`src/rtl/sbr_pkg.sv`:
```
package sbr_pkg;

  typedef enum logic [1:0] {
    S_IDLE     = 2'd0,
    S_IN_HOLD  = 2'd1,
    S_OUT_ACK  = 2'd2,
    S_OUT_REL  = 2'd3
  } sbr_state_e;

  typedef struct packed {
    logic captureRx;
    logic loadTx;
    logic driveOn;
    logic driveOff;
    logic cntClr;
    logic setErr;
  } sbr_ctl_t;

endpackage

```
`src/rtl/sbr_datapath.sv`:
```
module sbr_datapath
  import sbr_pkg::*;
#(
  parameter int DATA_W      = 8,
  parameter int TMO_W       = 24,
  parameter int SYNC_STAGES = 2
) (
  input  logic              clk,
  input  logic              rstN,
  input  sbr_ctl_t          ctl,
  input  logic [TMO_W-1:0]  tmoLimit,
  input  logic              hostStrobe,
  input  logic [DATA_W-1:0] busDataIn,
  input  logic [DATA_W-1:0] txByte,
  output logic              strbLevel,
  output logic              strbRise,
  output logic              tmoExpired,
  output logic [DATA_W-1:0] busDataOut,
  output logic              busDataOe,
  output logic              rxValid,
  output logic [DATA_W-1:0] rxByte,
  output logic              errFlag
);

  logic [SYNC_STAGES-1:0] syncChain;
  logic                   strbLast;
  logic [TMO_W-1:0]       tmoCnt;

  // Synchronizer chain for the asynchronous host line
  always_ff @(posedge clk) begin
    if (!rstN) syncChain[0] <= 1'b0;
    else       syncChain[0] <= hostStrobe;
  end

  for (genvar i = 1; i < SYNC_STAGES; i++) begin : g_sync
    always_ff @(posedge clk) begin
      if (!rstN) syncChain[i] <= 1'b0;
      else       syncChain[i] <= syncChain[i-1];
    end
  end

  assign strbLevel = syncChain[SYNC_STAGES-1];

  always_ff @(posedge clk) begin
    if (!rstN) strbLast <= 1'b0;
    else       strbLast <= strbLevel;
  end

  assign strbRise = strbLevel && !strbLast;

  // Phase watchdog, saturating at the limit
  assign tmoExpired = (tmoCnt >= tmoLimit);

  always_ff @(posedge clk) begin
    if (!rstN)            tmoCnt <= '0;
    else if (ctl.cntClr)  tmoCnt <= '0;
    else if (!tmoExpired) tmoCnt <= tmoCnt + 1'b1;
  end

  // Byte registers and bus driver
  always_ff @(posedge clk) begin
    if (!rstN) begin
      rxByte     <= '0;
      rxValid    <= 1'b0;
      busDataOut <= '0;
      busDataOe  <= 1'b0;
      errFlag    <= 1'b0;
    end else begin
      rxValid <= ctl.captureRx;
      if (ctl.captureRx) rxByte <= busDataIn;
      if (ctl.loadTx)    busDataOut <= txByte;
      if (ctl.driveOn)       busDataOe <= 1'b1;
      else if (ctl.driveOff) busDataOe <= 1'b0;
      if (ctl.setErr) errFlag <= 1'b1;
    end
  end

  a_r10_err_sticky: assert property (@(posedge clk) disable iff (!rstN)
    errFlag |=> errFlag);

  a_r2_rx_pulse: assert property (@(posedge clk) disable iff (!rstN)
    rxValid |=> !rxValid);

endmodule

```
`src/rtl/sbr_control.sv`:
```
module sbr_control
  import sbr_pkg::*;
(
  input  logic     clk,
  input  logic     rstN,
  input  logic     strbLevel,
  input  logic     strbRise,
  input  logic     tmoExpired,
  input  logic     txValid,
  output sbr_ctl_t ctl,
  output logic     busyOut,
  output logic     txReady
);

  sbr_state_e state, stateNext;

  always_ff @(posedge clk) begin
    if (!rstN) state <= S_IDLE;
    else       state <= stateNext;
  end

  always_comb begin
    ctl       = '0;
    stateNext = state;
    unique case (state)
      S_IDLE: begin
        if (strbRise) begin
          ctl.captureRx = 1'b1;
          ctl.cntClr    = 1'b1;
          stateNext     = S_IN_HOLD;
        end else if (txValid && !strbLevel) begin
          ctl.loadTx  = 1'b1;
          ctl.driveOn = 1'b1;
          ctl.cntClr  = 1'b1;
          stateNext   = S_OUT_ACK;
        end
      end
      S_IN_HOLD: begin
        if (!strbLevel) stateNext = S_IDLE;
        else if (tmoExpired) begin
          ctl.setErr = 1'b1;
          stateNext  = S_IDLE;
        end
      end
      S_OUT_ACK: begin
        if (strbLevel) begin
          ctl.driveOff = 1'b1;
          ctl.cntClr   = 1'b1;
          stateNext    = S_OUT_REL;
        end else if (tmoExpired) begin
          ctl.driveOff = 1'b1;
          ctl.setErr   = 1'b1;
          stateNext    = S_IDLE;
        end
      end
      S_OUT_REL: begin
        if (!strbLevel) stateNext = S_IDLE;
        else if (tmoExpired) begin
          ctl.setErr = 1'b1;
          stateNext  = S_IDLE;
        end
      end
      default: stateNext = S_IDLE;
    endcase
  end

  assign busyOut = !((state == S_IN_HOLD) || (state == S_OUT_ACK));
  assign txReady = (state == S_IDLE) && !strbLevel;

endmodule

```
`src/rtl/strobe_busy_responder.sv`:
```
module strobe_busy_responder
  import sbr_pkg::*;
#(
  parameter int DATA_W      = 8,
  parameter int TMO_W       = 24,
  parameter int SYNC_STAGES = 2
) (
  input  logic              clk,
  input  logic              rstN,
  input  logic [TMO_W-1:0]  tmoLimit,
  input  logic              hostStrobe,
  output logic              busyOut,
  input  logic [DATA_W-1:0] busDataIn,
  output logic [DATA_W-1:0] busDataOut,
  output logic              busDataOe,
  output logic              rxValid,
  output logic [DATA_W-1:0] rxByte,
  input  logic              txValid,
  input  logic [DATA_W-1:0] txByte,
  output logic              txReady,
  output logic              errFlag
);

  sbr_ctl_t ctl;
  logic     strbLevel;
  logic     strbRise;
  logic     tmoExpired;

  sbr_control u_ctrl (
    .clk        (clk),
    .rstN       (rstN),
    .strbLevel  (strbLevel),
    .strbRise   (strbRise),
    .tmoExpired (tmoExpired),
    .txValid    (txValid),
    .ctl        (ctl),
    .busyOut    (busyOut),
    .txReady    (txReady)
  );

  sbr_datapath #(
    .DATA_W      (DATA_W),
    .TMO_W       (TMO_W),
    .SYNC_STAGES (SYNC_STAGES)
  ) u_dp (
    .clk        (clk),
    .rstN       (rstN),
    .ctl        (ctl),
    .tmoLimit   (tmoLimit),
    .hostStrobe (hostStrobe),
    .busDataIn  (busDataIn),
    .txByte     (txByte),
    .strbLevel  (strbLevel),
    .strbRise   (strbRise),
    .tmoExpired (tmoExpired),
    .busDataOut (busDataOut),
    .busDataOe  (busDataOe),
    .rxValid    (rxValid),
    .rxByte     (rxByte),
    .errFlag    (errFlag)
  );

  a_r4_drive_only_busy: assert property (@(posedge clk) disable iff (!rstN)
    busDataOe |-> !busyOut);

  a_r2_rx_while_busy: assert property (@(posedge clk) disable iff (!rstN)
    rxValid |-> !busyOut);

  a_r5_ready_is_idle: assert property (@(posedge clk) disable iff (!rstN)
    txReady |-> (busyOut && !busDataOe));

  a_r7_timeout_release: assert property (@(posedge clk) disable iff (!rstN)
    $rose(errFlag) |-> (busyOut && !busDataOe));

endmodule

```
`config.mk`:
```
export PLATFORM = sky130hd
export DESIGN_NAME = strobe_busy_responder
export DESIGN_NICKNAME = d
export VERILOG_FILES = /design/src/rtl/sbr_pkg.sv /design/src/rtl/sbr_datapath.sv /design/src/rtl/sbr_control.sv /design/src/rtl/strobe_busy_responder.sv
export SDC_FILE = /design/constraint.sdc
export NUM_CORES = 1
export LEC_CHECK = 0
export CAP_MARGIN = 20
export CORE_ASPECT_RATIO = 0.6
export CORE_MARGIN = 2
export CORE_UTILIZATION = 50
export CTS_CLUSTER_SIZE = 8
export DETAILED_ROUTE_END_ITERATION = 10
export PLACE_DENSITY = 0.8
export SYNTH_ARGS = -nofsm -noshare
export SYNTH_HDL_FRONTEND = slang
export SYNTH_SLANG_ARGS = --single-unit
```
`constraint.sdc`:
```
create_clock -name clk -period 3.4 [get_ports clk]
set_input_delay 0.85 -clock clk [delete_from_list [all_inputs] [get_ports clk]]
set_output_delay 0.85 -clock clk [all_outputs]
set_load 0.02 [all_outputs]
```
==> results.md, run 1 <==
* Comb pwr share at between 20% and 30%
* Mux share of post-synthesis cell area at less than 1%
* Mapped Area at 2750 sq um
* Synth Register Bits at 48
* Global placer's final weighted congestion at ~0.87
* Clk network pwr share at 30.0%
* Sw frac at 30.5%
* Syn_nets at ~420
* Drt initial violations at about 150
* H-Tree Depth at 2
* Initial antenna violation count at 0
* Final instance area at around 3600 sq um
* # diodes at 0
* CP cell instances: clkdlybuf4s50_1, inv_1, ha_1, a21o_1, a221o_1, a22oi_2, buf_4, o2111ai_2, or3_1, a21oi_1
* Count of flip-flops with a built-in enable after synthesis at 0
* Relative max-transition margin at between 60% and 70%
* Post-Synth Adder-Cell Area at between 10% and 20%
* Crit-path slowest cell: clkdlybuf4s50_1
* Port Buffers at between 60 and 70
* Detail Route Antenna Nets at 0
* NumNets Final at about 490
* Hold buffers post-CTS at 0
* Avg Synthesized Cell Area at around 8.0 sq um
* Rows at 20
* Die Area at roughly 6000 sq um
* Largest net degree at the start of global routing at 25
* Register area share after synthesis at a little over a third
* Share of layout cells above drive strength 1 at under 10%
* Number of global-route vias before repair at 2403
* MaxCap Viol Count at 0
* CTS buffer count at 5
* Worst slew pin tran at 544 ps
* Unique masters post-synth at 44
* Compound-cell area share of the yosys netlist at 21.5%
* Startpoint Class: input pin
* DRT Pass-1 Iters at 4
* Max-slew violations at 0
* Final setup fails at 0
* Fmax at just over 0.3 GHz
* WL final at ~6600 um
* Outcome: finished clean
* Post-Synth XOR/XNOR Area at 0.637%
* CTS tree: built
* Num Clock Sinks at 48
* Starting Density at a little over half
* Net Switching at approximately 0.00045 W
* Asr flop ratio synth at 0%
* Gr usage total at 22.9%
* Yosys warnings at 0
* Die W at between 90 and 100 um
* Maximum vdd drop at around 0.21 mV
* First-pass GRT wire length at around 11000 um
* CTS root buf: clkbuf_8
* HP Class: reg2reg
* CP peak stage delay at approximately 450 ps
* CP Capture Type: flop
* Reg clk slew, reported paths at approximately 90 ps
* FF-to-FF setup slack at 740 ps
* Internal power at 0.00102 W
* Post-CTS sizing at 0
* DP HPWL at 5070 um
* Routed len/inst at roughly 14 um
* Final hold violations at 0
* Boundary pin count at 65
* Setup Skew at about 5 ps
* Power Density at about 400 nW/um^2
* Drt drc at 0
* CP required at ~3600 ps
* Routed vias at between 2k and 3k
* Max FO, Critical Path at 14
* Setup bufs post-CTS at 0
* Total grt overflow at 0
* Power, Total at about 0.0015 W
* Placed cell area at roughly 3500 sq um
* Register share of total power at ~42%
* Largest family of logic cells by synthesized area: simple AND/OR/NAND/NOR gates
* Via density at roughly 5.4
* Die Height at between 60 and 70 um
* Clk buf depth at 2
* CORE AREA at roughly 5200 sq um
* Syn-to-layout area delta at 32.3%
* Leak at 1.44 nW
* Worst EP arrival at ~3400 ps
* Final hold slack at between 400 and 500 ps
* Clock Latency Late Sink at ~300 ps
* RSZ-0062 raised after global routing: false
* Tcrit/Tclk final at 94.4%
* Post-synth top flop: dfxtp_1
* Post-Syn Instances at 344
* Post-route minimum period at approximately 3200 ps
* Simple-Gate Fraction of Synth Area at around 23%
* Crit path kind: in2reg
## metrics by stage
stage               setup TNS, ps  util, %  worst slack (ps)  cells
detailed placement           -434     67.9             -70.4    474
CTS                             0     70.3               176    482
global placement            -20.5     67.9             -20.5    474
floorplan                       0        -               627    344
finish                          0     70.3               191    482
global route                    0     70.3              65.3    482
## routing by layer
metal	global-route usage (%)	up-vias	wire length (um)
met3	4.99	2	355
met5	0	-	0
met2	37.7	62	2950
met1	31.8	1184	3330
li1	-	1362	-
met4	3.91	0	13
## worst max-delay path: cells and delay by family
kind / cells / cell delay, ps
fa+ha+maj: 1 / 290
buf+inv: 3 / 670
simple gates: 1 / 410
compound gates: 5 / 1210
## flip-flops by register name, summed over array words and instances, names as in the netlist
| name | flops |
|---|---|
| u_dp.tmoCnt | 24 |
| u_dp.syncChain | 1 |
| u_dp.strbLast | 1 |
| u_dp.busDataOut | 8 |
| u_dp.errFlag | 1 |
| u_dp.strbLevel | 1 |
| u_dp.rxValid | 1 |
| u_dp.rxByte | 8 |
| u_ctrl.state | 2 |
| u_dp.busDataOe | 1 |
## cell families (layout without fill, tap and decap cells)
logic type | Yosys count | count (layout)
mux | 1 | 1
fa+ha+maj | 29 | 29
flops | 48 | 48
simple gates | 124 | 124
buf+inv | 45 | 117
xor+xnor | 2 | 2
compound gates | 95 | 95
## path summary, 6_finish.rpt
path / from / end / cells past startpoint
worst max register to register: u_dp.tmoCnt[0] / u_dp.tmoCnt[13] / 9
worst max-delay path: tmoLimit[9] / u_dp.tmoCnt[13] / 10
worst min register to register: u_dp.syncChain[0] / u_dp.strbLevel / 1
worst min-delay path: u_dp.syncChain[0] / u_dp.strbLevel / 1
## synth_stat cells (2+ instances only)
cell type	n	area [sq um]
o21ai_0	16	80.1
dfxtp_1	48	961
clkbuf_1	10	37.5
nand2b_1	2	12.5
a21oi_1	49	245
ha_1	29	363
and2_1	3	18.8
nand2_1	44	165
o31ai_1	7	52.6
o21ai_1	5	25.0
inv_1	30	113
and4_1	2	17.5
nand4_1	6	37.5
or4_1	7	52.6
nor2_1	15	56.3
nand3_1	20	100
and3_1	5	31.3
or3_1	14	87.6
nor2b_1	3	18.8
xnor2_1	2	17.5
buf_6	2	22.5
o211ai_1	2	15.0
o22ai_1	2	12.5
## power groups by stage
stage          Combinational (W)  Clock, W  Sequential (W)
2_1_floorplan           0.000209         0        0.000652
3_3_place_gp            0.000394         0        0.000631
3_5_place_dp            0.000404         0        0.000634
4_1_cts                 0.000406  0.000445        0.000621
5_1_grt                 0.000450  0.000474        0.000627
6_report                0.000405  0.000440        0.000622
## cell type report
class	instances	area [sq um]
Clock buffer	6	82.6
Clock inverter	2	38.8
Fill cell	419	1540
Inverter	32	120
Multi-Input combinational cell	251	1610
Sequential cell	48	961
Tap cell	66	82.6
Timing Repair Buffer	77	751
## cells in the final DEF, fill, tap and decap left out, types with 2 or more instances in the layout
cell,Yosys,final
nor2b_1,3,3
xnor2_1,2,2
nand3_1,20,20
o211ai_1,2,2
clkdlybuf4s50_1,0,64
dfxtp_1,48,48
nand2_1,44,44
or3_1,14,14
o21ai_1,5,5
nor2_1,15,15
o22ai_1,2,2
and4_1,2,2
o31ai_1,7,7
a21oi_1,49,49
and2_1,3,3
or4_1,7,7
inv_1,30,30
ha_1,29,29
o21ai_0,16,16
nand4_1,6,6
nand2b_1,2,2
and3_1,5,5
buf_4,0,12
clkbuf_8,0,6
No activity file was read; power rests on OpenSTA's default activity.
==> run 2: changes to the inputs <==
--- a/config.mk
+++ b/config.mk
@@ -12,6 +12,7 @@
 export CTS_CLUSTER_SIZE = 8
 export DETAILED_ROUTE_END_ITERATION = 10
 export PLACE_DENSITY = 0.8
+export SKIP_LAST_GASP = 1
 export SYNTH_ARGS = -nofsm -noshare
 export SYNTH_HDL_FRONTEND = slang
 export SYNTH_SLANG_ARGS = --single-unit
==> results of run 2 <==
No change in the layout: final DEF, timing and power equal those of run 1.
